$ cat config.mk
export PLATFORM = sky130hd
export DESIGN_NAME = tap_dr_path
export DESIGN_NICKNAME = d
export VERILOG_FILES = /design/src/rtl/tap_dr_pkg.sv /design/src/rtl/dr_bypass_stage.sv /design/src/rtl/dr_ident_stage.sv /design/src/rtl/dr_ctrl_stage.sv /design/src/rtl/tap_dr_path.sv
export SDC_FILE = /design/constraint.sdc
export NUM_CORES = 1
export LEC_CHECK = 0
export ABC_AREA = 1
export BUFFER_PORTS_ARGS = -buffer_cell sky130_fd_sc_hd__buf_2
export CAP_MARGIN = 20
export CORE_MARGIN = 2
export CORE_UTILIZATION = 50
export CTS_CLUSTER_SIZE = 16
export DETAILED_ROUTE_END_ITERATION = 6
export PLACE_DENSITY = 0.77
export SETUP_SLACK_MARGIN = 0.15
export SYNTH_ARGS = -nofsm -noshare
export SYNTH_HDL_FRONTEND = slang
export SYNTH_HIERARCHICAL = 1
export SYNTH_SLANG_ARGS = --single-unit
$ cat constraint.sdc
create_clock -name tck -period 1.25 [get_ports tck]
set_clock_uncertainty 0.15 [all_clocks]
set_input_delay 0.0625 -clock tck [delete_from_list [all_inputs] [get_ports tck]]
set_output_delay 0.0625 -clock tck [all_outputs]
set_load 0.05 [all_outputs]
$ cat src/rtl/tap_dr_pkg.sv
package tap_dr_pkg;

    localparam int IR_W   = 5;
    localparam int ID_W   = 32;
    localparam int REV_W  = 4;
    localparam int DSG_W  = 6;
    localparam int PART_W = 10;
    localparam int MAKR_W = 11;

    localparam logic [IR_W-1:0] OP_IDENT = 5'b00001;

    typedef enum logic [1:0] {
        PATH_BYP = 2'd0,
        PATH_ID  = 2'd1,
        PATH_CTL = 2'd2
    } dr_path_e;

    typedef struct packed {
        logic tlr;
        logic cap;
        logic shf;
        logic upd;
    } tap_strb_t;

    function automatic dr_path_e pick_path(input logic [IR_W-1:0] op,
                                           input logic [IR_W-1:0] ctl_op);
        if (op == OP_IDENT) return PATH_ID;
        if (op == ctl_op)   return PATH_CTL;
        return PATH_BYP;
    endfunction

    function automatic logic [ID_W-1:0] pack_id(input logic [REV_W-1:0]  rev,
                                                input logic [DSG_W-1:0]  dsg,
                                                input logic [PART_W-1:0] part,
                                                input logic [MAKR_W-1:0] makr);
        return {rev, dsg, part, makr, 1'b1};
    endfunction

endpackage

$ cat src/rtl/dr_bypass_stage.sv
module dr_bypass_stage (
    input  logic clk,
    input  logic rst,
    input  logic sel,
    input  logic cap,
    input  logic shf,
    input  logic tdi,
    output logic q
);
    always_ff @(posedge clk) begin
        if (rst)
            q <= 1'b0;
        else if (sel && cap)
            q <= 1'b0;
        else if (sel && shf)
            q <= tdi;
    end
endmodule

$ cat src/rtl/dr_ident_stage.sv
module dr_ident_stage #(
    parameter int                W       = 32,
    parameter logic [W-1:0]      ID_WORD = '1
) (
    input  logic clk,
    input  logic rst,
    input  logic sel,
    input  logic cap,
    input  logic shf,
    input  logic tdi,
    output logic so
);
    logic [W-1:0] sreg_q;

    always_ff @(posedge clk) begin
        if (rst)
            sreg_q <= ID_WORD;
        else if (sel && cap)
            sreg_q <= ID_WORD;
        else if (sel && shf)
            sreg_q <= {tdi, sreg_q[W-1:1]};
    end

    assign so = sreg_q[0];
endmodule

$ cat src/rtl/dr_ctrl_stage.sv
module dr_ctrl_stage #(
    parameter int W = 64
) (
    input  logic         clk,
    input  logic         rst,
    input  logic         sel,
    input  logic         shf,
    input  logic         upd,
    input  logic         tdi,
    output logic         so,
    output logic [W-1:0] shift_q,
    output logic [W-1:0] hold_q
);
    always_ff @(posedge clk) begin
        if (rst)
            shift_q <= '0;
        else if (sel && shf)
            shift_q <= {tdi, shift_q[W-1:1]};
    end

    always_ff @(posedge clk) begin
        if (rst)
            hold_q <= '0;
        else if (sel && upd)
            hold_q <= shift_q;
    end

    assign so = shift_q[0];
endmodule

$ cat src/rtl/tap_dr_path.sv
module tap_dr_path
    import tap_dr_pkg::*;
#(
    parameter logic [IR_W-1:0]   CTL_OP  = 5'b01100,
    parameter int                CTL_W   = 64,
    parameter logic [REV_W-1:0]  ID_REV  = 4'h0,
    parameter logic [DSG_W-1:0]  ID_DSG  = 6'h20,
    parameter logic [PART_W-1:0] ID_PART = 10'h274,
    parameter logic [MAKR_W-1:0] ID_MAKR = 11'h00E
) (
    input  logic             tck,
    input  logic             tap_rst,
    input  logic             tlr,
    input  logic             capture_dr,
    input  logic             shift_dr,
    input  logic             update_dr,
    input  logic [IR_W-1:0]  ir_code,
    input  logic             tdi,
    output logic             dr_tdo,
    output logic [CTL_W-1:0] ctrl_word
);
    localparam logic [ID_W-1:0] ID_WORD = pack_id(ID_REV, ID_DSG, ID_PART, ID_MAKR);

    tap_strb_t  strb;
    dr_path_e   path;
    logic       rst_any;
    logic       byp_so, id_so, ctl_so;
    logic [CTL_W-1:0] ctl_shift_w;

    assign strb    = '{tlr: tlr, cap: capture_dr, shf: shift_dr, upd: update_dr};
    assign path    = pick_path(ir_code, CTL_OP);
    assign rst_any = tap_rst | strb.tlr;

    dr_bypass_stage u_byp (
        .clk (tck),
        .rst (rst_any),
        .sel (path == PATH_BYP),
        .cap (strb.cap),
        .shf (strb.shf),
        .tdi (tdi),
        .q   (byp_so)
    );

    dr_ident_stage #(
        .W       (ID_W),
        .ID_WORD (ID_WORD)
    ) u_id (
        .clk (tck),
        .rst (rst_any),
        .sel (path == PATH_ID),
        .cap (strb.cap),
        .shf (strb.shf),
        .tdi (tdi),
        .so  (id_so)
    );

    dr_ctrl_stage #(
        .W (CTL_W)
    ) u_ctl (
        .clk     (tck),
        .rst     (rst_any),
        .sel     (path == PATH_CTL),
        .shf     (strb.shf),
        .upd     (strb.upd),
        .tdi     (tdi),
        .so      (ctl_so),
        .shift_q (ctl_shift_w),
        .hold_q  (ctrl_word)
    );

    always_comb begin
        unique case (path)
            PATH_ID:  dr_tdo = id_so;
            PATH_CTL: dr_tdo = ctl_so;
            default:  dr_tdo = byp_so;
        endcase
    end
endmodule

=== Yosys cells after proc, flatten, opt, wreduce, memory -nomap -nowiden ===
Index checks and enable logic that the tools add are counted.

* ROM bits: 0
* Bits in latches: 0
* Memories: 0
* Bits in registers: 161
* Output and inout port bits: 65
* RAM bits: 0

* Div/mod/pow operators: 0
* Order comparisons: 0
* Equal/unequal tests: 4
* Multipliers: 0
* Add/sub/neg operators: 0
* Bitwise logic cells: 1
* Shift operators: 0
* Muxes and demuxes: 8
* Reductions and logical operators: 9

{| class="wikitable"
|+ Operators by type and width
! kind !! count
|-
| 2-to-1 mux 2 bit || 4
|-
| logical AND 1 bit || 6
|-
| == test 5 x 1 -> 1 bit, second input constant || 1
|-
| == test 5 x 4 -> 1 bit, second input constant || 1
|-
| OR reduction 2 bit || 2
|-
| 2-to-1 mux 1 bit || 3
|-
| == test 2 x 1 -> 1 bit, second input constant || 1
|-
| == test 2 bit, second input constant || 1
|-
| logical NOT 2 bit || 1
|-
| case mux 1 bit (2 select lines) || 1
|-
| bitwise OR 1 bit || 1
|}

=== Logic depth before layout (Yosys ltp) ===
Gate-level depths: netlist of the first run.

* Depth in word-level cells: 8
* Depth in mapped cells: 10
* Mapped depth without buffers: 8

=== Modules after synthesis ===
The synthesis of the first run kept the hierarchy.

{| class="wikitable"
|+ Modules (own cells, without submodules)
! module !! seq. area each (µm²) !! times used !! area an instance (µm²) !! cells an instance
|-
| dr_ctrl_stage || 2562.5 || 1 || 5316.3 || 814
|-
| dr_ident_stage || 640.6 || 1 || 1348.8 || 146
|-
| tap_dr_path || 0.0 || 1 || 86.3 || 16
|-
| dr_bypass_stage || 20.0 || 1 || 57.6 || 8
|}

=== Least setup slack after synthesis of the first run ===
OpenSTA, ideal clock, no wires.

* Kind: in2reg
* From: input port tlr
* To: register u_ctl.shift_q[41]
* Library setup time: 0.064 ns
* Arrival time: 0.898 ns
* Path buffers: 2
* Slack: 0.138 ns
* Stages on the path: 6
* Path through: or2_2 > inv_1 > buf_2 > buf_2 > nand2_1 > nor2_1

* Word-level cells in the longest chain between the ends: 1

{| class="wikitable"
|+ RTL lines
! item !! line !! text
|-
| from (decl) || tap_dr_path.sv:13 || <nowiki>input logic tlr,</nowiki>
|-
| bitwise OR 1 bit || tap_dr_path.sv:32 || <nowiki>assign rst_any = tap_rst | strb.tlr;</nowiki>
|-
| to (signal assigned) || dr_ctrl_stage.sv:18 || <nowiki>shift_q <= {tdi, shift_q[W-1:1]};</nowiki>
|-
| to (decl) || dr_ctrl_stage.sv:11 || <nowiki>output logic [W-1:0] shift_q,</nowiki>
|}

Every way passes these cells.
A chain may end at the register's enable or synchronous reset.

=== Final worst setup path of the first run ===
* From: register u_byp.q
* To: output port dr_tdo

* Word-level cells in the longest chain between the ends: 1

{| class="wikitable"
|+ RTL lines
! item !! line !! text
|-
| from (decl) || dr_bypass_stage.sv:8 || <nowiki>output logic q</nowiki>
|-
| from (signal assigned) || dr_bypass_stage.sv:16 || <nowiki>q <= tdi;</nowiki>
|-
| case mux 1 bit (2 select lines) || tap_dr_path.sv:72 || <nowiki>unique case (path)</nowiki>
|-
| to (decl) || tap_dr_path.sv:19 || <nowiki>output logic dr_tdo,</nowiki>
|}

Every way passes these cells.

==> flow_metrics.py, run 1 <==
metrics = {
    "floorplan": {
        "start_util_pct": 51.36,
        "rows": 42,
        "fp.dieW_um": 120.6,
        "core_area_sq_mm": 0.01324,
        "die_h_um": 120.6,
        "ios": 77,
        "die_area_sq_mm": 0.01455,
    },
    "clocking": {
        "path_clk_slew_ns": 0.06,
        "cts-root-buf": "clkbuf_16",
        "cts_sinks": 161,
        "clk_latency_ns": 0.42,
        "holdBufCountCts": 4,
        "clk_path_buf_depth": 2,
        "cts_buffers": 17,
        "tritoncts": "done",
        "cts_max_level": 4,
    },
    "place": {
        "port_buffers": 76,
        "dp_slack_ns": -0.03170,
        "gp_congestion": 0.7331,
        "place_area_sq_mm": 0.007264,
        "dp_hpwl_mm": 7.681,
        "dp.cells": 1201,
    },
    "sta": {
        "whs_ns": -0.08176,
        "finalCriticalPeriod_ns": 1.264,
        "fmax_mhz": 791.4,
        "hold_viol": 1,
        "finalSetupViolations": 1,
        "maxSlewViolCount": 0,
        "setup_ws_ns": -0.01366,
        "post-route-period-util_pct": 101.1,
        "max-slew-margin-rel_pct": 84.13,
        "rsz0062_at_grt": "yes",
        "tightest_slew_ns": 0.2372,
        "fin_tns_setup_ns": -0.01366,
    },
    "power_and_ir_drop": {
        "leakage_nw": 4.671,
        "p_per_area_mw_per_mm2": 1216,
        "ir_worst_vdd_mv": 0.8411,
    },
    "worst_setup_path": {
        "arrival_ns": 1.05,
        "timing_worst_setup_path_type": "flip-flop to output pin",
        "start_kind": "flip-flop",
        "reg2reg_slack_ns": 0.34,
        "cp-end-kind": "output pin",
        "crit_path_max_fanout": 2,
        "required_ns": 1.04,
    },
    "route": {
        "drtIter0Drc": 484,
        "ant_nets": 0,
        "via_per_inst": 4.535,
        "wl_per_cell_um": 10.58,
        "vias": 5637,
        "wl_mm": 13.16,
        "drc": 0,
        "drt_pass1_iterations": 4,
    },
    "outcome": {
        "status": "finished with violations",
        "failed_checks": "negative hold slack, negative setup slack",
    },
    "layout": {
        "area_growth_pct": 27.54,
        "drive_gt1_share_pct": 22.59,
        "multiInputGateArea_sq_mm": 0.002628,
        "nets": 1066,
        "fillCellCount": 1087,
        "diodes": 0,
        "design_area_sq_mm": 0.008675,
        "instances_no_fill": 1243,
        "area.sequential_sq_mm": 0.003309,
    },
    "global_route": {
        "grt_pass1_wl_mm": 22.32,
        "gr-usage-all-layers_pct": 18.70,
        "grt_max_degree": 54,
        "antenna_found_initial": 0,
        "grt_pass1_vias": 5046,
        "overflow": 0,
    },
    "hold_path": {
        "min_path_type": "input port to flip-flop",
    },
    "synth": {
        "yosys_warnings": 6,
        "synth.avg_cell_area_sq_um": 6.919,
        "syn_inst": 983,
        "syn_area_sq_mm": 0.006802,
        "syn_nets": 995,
    },
    "run": {
        "maxCapViolCount": 0,
    },
}
==> cell usage in the layout (no fill, tap or decap), types with 2 or more instances in the layout <==
master         count
a21oi_1            2
a21oi_2           21
buf_12            13
buf_2             11
buf_4             15
buf_8             65
clkbuf_16         17
clkbuf_8           5
clkinv_2           4
clkinvlp_4         4
dfxtp_1           94
dfxtp_2           66
dlygate4sd3_1      3
inv_1            130
inv_2              3
nand2_1          295
nand2_2            2
nand2_4            4
nand3_1           43
nand3_2            3
nor2_1           258
nor2_4             2
==> stage by stage <==
stage / util, % / power [mW]
2_1_floorplan: - / 5.556
3_3_place_gp: 54.86 / 5.649
3_5_place_dp: 54.86 / 5.652
4_1_cts: 65.25 / 10.65
5_1_grt: 65.50 / 10.91
6_report: 65.50 / 10.55
==> final timing paths <==
| path | from | endpoint | depth (start not counted) |
|---|---|---|---|
| hold / removal | tap_rst | u_byp/q | 5 |
| hold reg to reg | u_id/sreg_q[28] | u_id/sreg_q[28] | 2 |
| setup reg to reg | u_ctl/hold_q[20] | u_ctl/hold_q[20] | 5 |
| setup / recovery | u_byp/q | dr_tdo | 3 |
==> sequential cells by signal (all words and copies together) (netlist names) <==
signal         count
u_ctl/shift_q     64
u_id/sreg_q       32
u_ctl/hold_q      64
u_byp/q            1
==> power by group <==
| part | internal, mW | switching [mW] | total [mW] |
|---|---|---|---|
| Clock | 2.99 | 1.99 | 4.97 |
| Sequential | 5.15 | 0.0184 | 5.17 |
| Combinational | 0.143 | 0.261 | 0.404 |
| Total | 8.28 | 2.27 | 10.5 |
==> critical path, stage by stage (launching register included) <==
cell and delay [ns]:
dfxtp_2 0.34, nand3_2 0.06, nand3_2 0.09, buf_8 0.14
==> layout make-up <==
| type | count | area share (%) |
|---|---|---|
| clock buffers | 23 | 5.741 |
| clock inverters | 9 | 0.9231 |
| repair buffers | 107 | 16.53 |
| inverters | 134 | 5.827 |
| well taps | 176 | 2.539 |
| multi-input cells | 633 | 30.29 |
| flip-flops and latches | 161 | 38.15 |
==> routing by layer <==
metal	routed length, um	up-vias	global-route usage, %
li1	-	3002	-
met1	6054	2519	23.26
met2	6384	96	31.29
met3	490	20	4.528
met4	226	0	7.195
met5	0	-	0
==> repair_timing <==
| action | 4_1_cts | 5_1_grt |
|---|---|---|
| gates resized for setup | 264 | 2 |
| buffers inserted | 2 | 5 |
| pin swaps | 3 | 1 |
| setup endpoints to repair | 65 | 66 |
| endpoints found under the hold margin | 15 | 1 |
Note: power is estimated with default switching activity, not from simulation.
==> run 2: changes to the inputs <==
--- a/config.mk
+++ b/config.mk
@@ -13,6 +13,7 @@
 export CTS_CLUSTER_SIZE = 16
 export DETAILED_ROUTE_END_ITERATION = 6
 export PLACE_DENSITY = 0.77
+export REMOVE_ABC_BUFFERS = 1
 export SETUP_SLACK_MARGIN = 0.15
 export SYNTH_ARGS = -nofsm -noshare
 export SYNTH_HDL_FRONTEND = slang
==> constraint.sdc (replaced) <==
create_clock -name tck -period 1.2 [get_ports tck]
set_clock_uncertainty 0.15 [all_clocks]
set_input_delay 0.06 -clock tck [delete_from_list [all_inputs] [get_ports tck]]
set_output_delay 0.06 -clock tck [all_outputs]
set_load 0.05 [all_outputs]
==> run 2 against run 1 <==
Compared with the run above:
- the run still ends with negative hold slack, negative setup slack left
- largest power group unchanged
- first-iteration DRC count shrank 22%
- global-route usage grew 1.4 points
- highest routed layer unchanged
- clock-buffer cell count fell by 1
- sequential share of layout area down 0.65 points
- non-clock buffer count is 15 higher
- die area unchanged
- setup slack worse by 0.045 ns
- final area increased by 1.7%
- power rose by 5.3%
==> flow_metrics.py, run 2 (synthesis gave the netlist of run 1 again) <==
metrics = {
    "route": {
        "wl_mm": 13.90,
        "via_per_inst": 4.530,
        "wl_per_cell_um": 11.05,
        "vias": 5699,
        "drt_pass1_iterations": 5,
        "ant_nets": 0,
        "drtIter0Drc": 378,
        "drc": 0,
    },
    "hold_path": {
        "min_path_type": "input port to flip-flop",
    },
    "layout": {
        "diodes": 0,
        "final_cell_mix": "nand2_1, nor2_1, inv_1",
        "nets": 1081,
        "area.sequential_sq_mm": 0.003309,
        "reg.largest.list": "u_ctl/hold_q: 64 flops, u_ctl/shift_q: 64 flops, u_id/sreg_q: 32 flops",
        "drive_gt1_share_pct": 23.66,
        "area_growth_pct": 29.75,
        "final_common_cell": "nand2_1",
        "fillCellCount": 1033,
        "multiInputGateArea_sq_mm": 0.002630,
        "design_area_sq_mm": 0.008825,
    },
    "sta": {
        "fmax_mhz": 794.5,
        "finalCriticalPeriod_ns": 1.259,
        "tightest_slew_ns": 0.2922,
        "max-slew-margin-rel_pct": 80.52,
        "whs_ns": -0.06207,
        "rsz0062_at_grt": "yes",
        "maxSlewViolCount": 0,
        "post-route-period-util_pct": 104.9,
        "hold_viol": 6,
        "finalSetupViolations": 1,
        "setup_ws_ns": -0.05861,
    },
    "worst_setup_path": {
        "arrival_ns": 1.05,
        "required_ns": 0.99,
        "cp-end-kind": "output pin",
        "timing_worst_setup_path_type": "flip-flop to output pin",
        "start_kind": "flip-flop",
        "crit_path_max_fanout": 2,
    },
    "run": {
        "maxCapViolCount": 0,
    },
    "floorplan": {
        "core_area_sq_mm": 0.01324,
        "fp.dieW_um": 120.6,
        "die_h_um": 120.6,
        "die_area_sq_mm": 0.01455,
        "start_util_pct": 51.36,
        "ios": 77,
        "rows": 42,
    },
    "power_and_ir_drop": {
        "intPower_mw": 8.626,
        "p_seq_share_pct": 48.5,
        "leakage_nw": 4.757,
        "swShare_pct": 22.34,
        "p_sw_mw": 2.481,
        "p_per_area_mw_per_mm2": 1259,
        "power_frac_comb_pct": 4.0,
        "clockPowerShare_pct": 47.5,
        "ir_worst_vdd_mv": 1.146,
    },
    "clocking": {
        "cts_sinks": 161,
        "tritoncts": "done",
        "cts-root-buf": "clkbuf_16",
        "clk_path_buf_depth": 2,
        "clk_latency_ns": 0.42,
        "cts_buffers": 17,
        "path_clk_slew_ns": 0.06,
        "cts_max_level": 4,
        "holdBufCountCts": 4,
    },
    "global_route": {
        "grt_max_degree": 46,
        "grt_pass1_wl_mm": 23.62,
        "gr-usage-all-layers_pct": 20.08,
        "antenna_found_initial": 0,
        "overflow": 0,
        "grt_pass1_vias": 5254,
    },
    "place": {
        "gp_congestion": 0.7617,
        "dp_slack_ns": -0.1196,
        "dp_hpwl_mm": 8.180,
        "port_buffers": 76,
        "place_area_sq_mm": 0.007350,
    },
    "outcome": {
        "status": "finished with violations",
        "failed_checks": "negative hold slack, negative setup slack",
    },
}
run 2: worst paths after layout:
path | from | end | slack [ns] | cells after the start
worst min register to register | u_id/sreg_q[7] | u_id/sreg_q[7] | 0.32 | 2
worst min-delay path | tap_rst | u_byp/q | -0.06 | 5
worst max register to register | u_ctl/hold_q[46] | u_ctl/hold_q[46] | 0.21 | 5
worst max-delay path | u_ctl/shift_q[0] | dr_tdo | -0.06 | 3
run 2: power by group through the flow:
stage / Sequential (mW) / Clock, mW / Combinational (mW)
finish: 5.39 / 5.27 / 0.450
global route: 5.38 / 5.62 / 0.490
floorplan: 5.53 / 0 / 0.194
detailed placement: 5.50 / 0 / 0.408
global placement: 5.50 / 0 / 0.406
CTS: 5.39 / 5.38 / 0.445
run 2: through the flow:
stage | total power [mW] | hold slack, ns | cells | util, % | TNS, ns
after floorplan | 5.728 | 0.04492 | 928 | - | -208.19
after CTS | 11.21 | -0.08148 | 1251 | 66.18 | -0.05815
after global routing | 11.50 | -0.06755 | 1258 | 66.64 | -0.1136
after detailed placement | 5.909 | 0.2212 | 1209 | 55.50 | -9.160
final | 11.11 | -0.06207 | 1258 | 66.64 | -0.05861
after global placement | 5.907 | 0.2149 | 1209 | 55.50 | -7.084
run 2: metal layers:
| layer | up-vias | part of all wire, % | GRT usage, % | routed length, um |
|---|---|---|---|---|
| met3 | 24 | 4.2 | 5.189 | 588 |
| met2 | 125 | 47 | 32.42 | 6563 |
| met1 | 2514 | 46 | 25.23 | 6451 |
| li1 | 3036 | - | - | - |
| met5 | - | 0 | 0 | 0 |
| met4 | 0 | 2.1 | 9.012 | 295 |
run 2: area by class of cell:
| class | instances | area share (%) |
|---|---|---|
| tap | 176 | 2.495 |
| clock buffer | 22 | 5.487 |
| timing repair buffer | 122 | 17.82 |
| multi-input combinational | 633 | 29.80 |
| inverter | 134 | 5.756 |
| clock inverter | 10 | 1.134 |
| sequential | 161 | 37.50 |
run 2: repair_timing:
item | CTS | global route
pin swaps | 2 | 0
setup endpoints to repair | 65 | 70
endpoints found under the hold margin | 36 | 6
setup buffers | 6 | 7
resized for setup | 265 | 3
run 2: worst max-delay path, cell delays in order (launching register included):
cell     delay (ns)
dfxtp_2        0.32
nand2_2        0.06
nand3_2        0.09
buf_6          0.16
==> run 3: changes to the inputs <==
--- a/config.mk
+++ b/config.mk
@@ -10,8 +10,10 @@
 export CAP_MARGIN = 20
 export CORE_MARGIN = 2
 export CORE_UTILIZATION = 50
+export CTS_BUF_LIST = sky130_fd_sc_hd__clkbuf_8 sky130_fd_sc_hd__clkbuf_16
 export CTS_CLUSTER_SIZE = 16
 export DETAILED_ROUTE_END_ITERATION = 6
+export HOLD_SLACK_MARGIN = 0.06
 export PLACE_DENSITY = 0.77
 export REMOVE_ABC_BUFFERS = 1
 export SETUP_SLACK_MARGIN = 0.15
==> run 3 against run 2 <==
Compared with the run above:
- the run still ends with negative hold slack, negative setup slack left
- first-iteration DRC count is 0.79% lower
- cell count hardly changed
- core utilization is 0.076 points lower
- combinational power hardly changed
- flip-flop and latch count stayed put
- highest routed layer unchanged
==> flow_metrics.py, run 3 (synthesis gave the netlist of run 1 again) <==
metrics = {
    "global_route": {
        "gr-usage-all-layers_pct": 20.07,
        "grt_pass1_vias": 5249,
        "antenna_found_initial": 0,
        "overflow": 0,
        "grt_max_degree": 46,
        "grt_pass1_wl_mm": 23.60,
    },
    "route": {
        "drt_pass1_iterations": 6,
        "drtIter0Drc": 375,
        "drc": 0,
        "wl_met1_mm": 6.458,
        "highest_layer": "met4",
        "dr_wl_met3_um": 581,
        "ant_nets": 0,
        "vias": 5698,
        "via_per_inst": 4.533,
        "wl_per_cell_um": 11.06,
        "wl_met2_mm": 6.555,
        "wl_mm": 13.90,
    },
    "worst_setup_path": {
        "cpMaxStageDelayCell": "dfxtp_2",
        "timing.rr.end": "u_ctl/hold_q[46]",
        "r2r_start": "u_ctl/hold_q[46]",
        "slowest_delay_ns": 0.32,
        "start_kind": "flip-flop",
        "reg2reg_depth": 5,
        "cp-end-kind": "output pin",
        "crit_path_max_fanout": 2,
        "arrival_ns": 1.05,
        "path_cells": "nand2_2 -> nand3_2 -> buf_6",
        "required_ns": 0.99,
        "reg2reg_slack_ns": 0.21,
        "timing_worst_setup_path_type": "flip-flop to output pin",
    },
    "clocking": {
        "path_clk_slew_ns": 0.06,
        "cts_buffers": 17,
        "clk_latency_ns": 0.42,
        "holdBufCountCts": 3,
        "cts_max_level": 4,
        "tritoncts": "done",
        "cts_sinks": 161,
        "clk_path_buf_depth": 2,
        "cts-root-buf": "clkbuf_16",
    },
    "sta": {
        "finalCriticalPeriod_ns": 1.259,
        "tightest_slew_ns": 0.2878,
        "hold_viol": 6,
        "fmax_mhz": 794.1,
        "whs_ns": -0.06440,
        "rsz0062_at_grt": "yes",
        "post-route-period-util_pct": 104.9,
        "finalSetupViolations": 1,
        "setup_ws_ns": -0.05926,
        "maxSlewViolCount": 0,
        "max-slew-margin-rel_pct": 80.81,
        "fin_tns_setup_ns": -0.05926,
    },
    "power_and_ir_drop": {
        "p_per_area_mw_per_mm2": 1259,
        "clockPowerShare_pct": 47.4,
        "intPower_mw": 8.615,
        "leakage_nw": 4.757,
        "p_seq_share_pct": 48.5,
        "power_frac_comb_pct": 4.0,
        "p_sw_mw": 2.481,
        "swShare_pct": 22.36,
        "power_mw": 11.10,
        "ir_worst_vdd_mv": 1.150,
    },
    "place": {
        "port_buffers": 76,
        "gp_congestion": 0.7617,
        "dp.cells": 1209,
        "place_area_sq_mm": 0.007350,
        "dp_hpwl_mm": 8.180,
    },
    "hold_path": {
        "min_path_type": "input port to flip-flop",
        "whs_endpoint": "u_byp/q",
        "hold_depth": 5,
        "worstHoldStart": "tap_rst",
    },
    "floorplan": {
        "die_h_um": 120.6,
        "die_area_sq_mm": 0.01455,
        "start_util_pct": 51.36,
        "ios": 77,
        "core_area_sq_mm": 0.01324,
        "fp.dieW_um": 120.6,
        "rows": 42,
    },
    "layout": {
        "fillCellCount": 1034,
        "reg.largest.list": "u_ctl/hold_q: 64 flops, u_ctl/shift_q: 64 flops, u_id/sreg_q: 32 flops",
        "nets": 1080,
        "instances_no_fill": 1257,
        "area_growth_pct": 29.60,
        "diodes": 0,
        "design_area_sq_mm": 0.008815,
        "final_cell_mix": "nand2_1, nor2_1, inv_1",
        "final_common_cell": "nand2_1",
        "drive_gt1_share_pct": 23.68,
    },
    "outcome": {
        "status": "finished with violations",
        "failed_checks": "negative hold slack, negative setup slack",
    },
    "run": {
        "maxCapViolCount": 0,
    },
}
run 3: layout make-up:
cell class | instances | area [sq um] | share of cell area (%)
repair buffers | 121 | 1563 | 17.73
clock inverters | 11 | 103.9 | 1.178
clock buffers | 21 | 480.5 | 5.451
well taps | 176 | 220.2 | 2.498
flip-flops and latches | 161 | 3309 | 37.54
inverters | 134 | 508.0 | 5.763
multi-input cells | 633 | 2630 | 29.84
run 3: worst max-delay path by stage:
stage	from	endpoint	cells past startpoint
floorplan	ir_code[3]	u_ctl/hold_q[0]	8
global placement	ir_code[4]	u_ctl/shift_q[9]	8
detailed placement	ir_code[4]	u_ctl/hold_q[26]	9
CTS	u_ctl/shift_q[0]	dr_tdo	3
global route	u_ctl/shift_q[0]	dr_tdo	3
finish	u_ctl/shift_q[0]	dr_tdo	3
run 3: what timing repair did:
| action | 4_1_cts | 5_1_grt |
|---|---|---|
| pin swaps | 2 | 0 |
| gates resized for setup | 265 | 3 |
| cloned | 0 | 0 |
| setup endpoints to repair | 65 | 70 |
| endpoints found under the hold margin | 40 | 6 |
| buffers inserted | 6 | 7 |
run 3: through the flow:
step           setup slack [ns]  util (%)
2_1_floorplan            -1.567         -
3_3_place_gp            -0.1210     55.50
3_5_place_dp            -0.1196     55.50
4_1_cts                -0.05849     66.11
5_1_grt                 -0.1137     66.56
6_report               -0.05926     66.56
run 3: per-layer routing:
metal / vias up / track usage, %
li1: 3035 / -
met1: 2518 / 25.26
met2: 118 / 32.34
met3: 27 / 5.189
met4: 0 / 9.012
met5: - / 0
run 3: power by group through the flow:
stage	registers (mW)	clock network (mW)	logic (mW)
2_1_floorplan	5.53	0	0.194
3_3_place_gp	5.50	0	0.406
3_5_place_dp	5.50	0	0.408
4_1_cts	5.39	5.37	0.443
5_1_grt	5.38	5.62	0.488
6_report	5.39	5.26	0.447
run 3: worst max-delay path: cells and delay by family (launching register included):
kind | cells | cell delay [ns]
simple gates | 2 | 0.15
flops | 1 | 0.32
buf+inv | 1 | 0.16
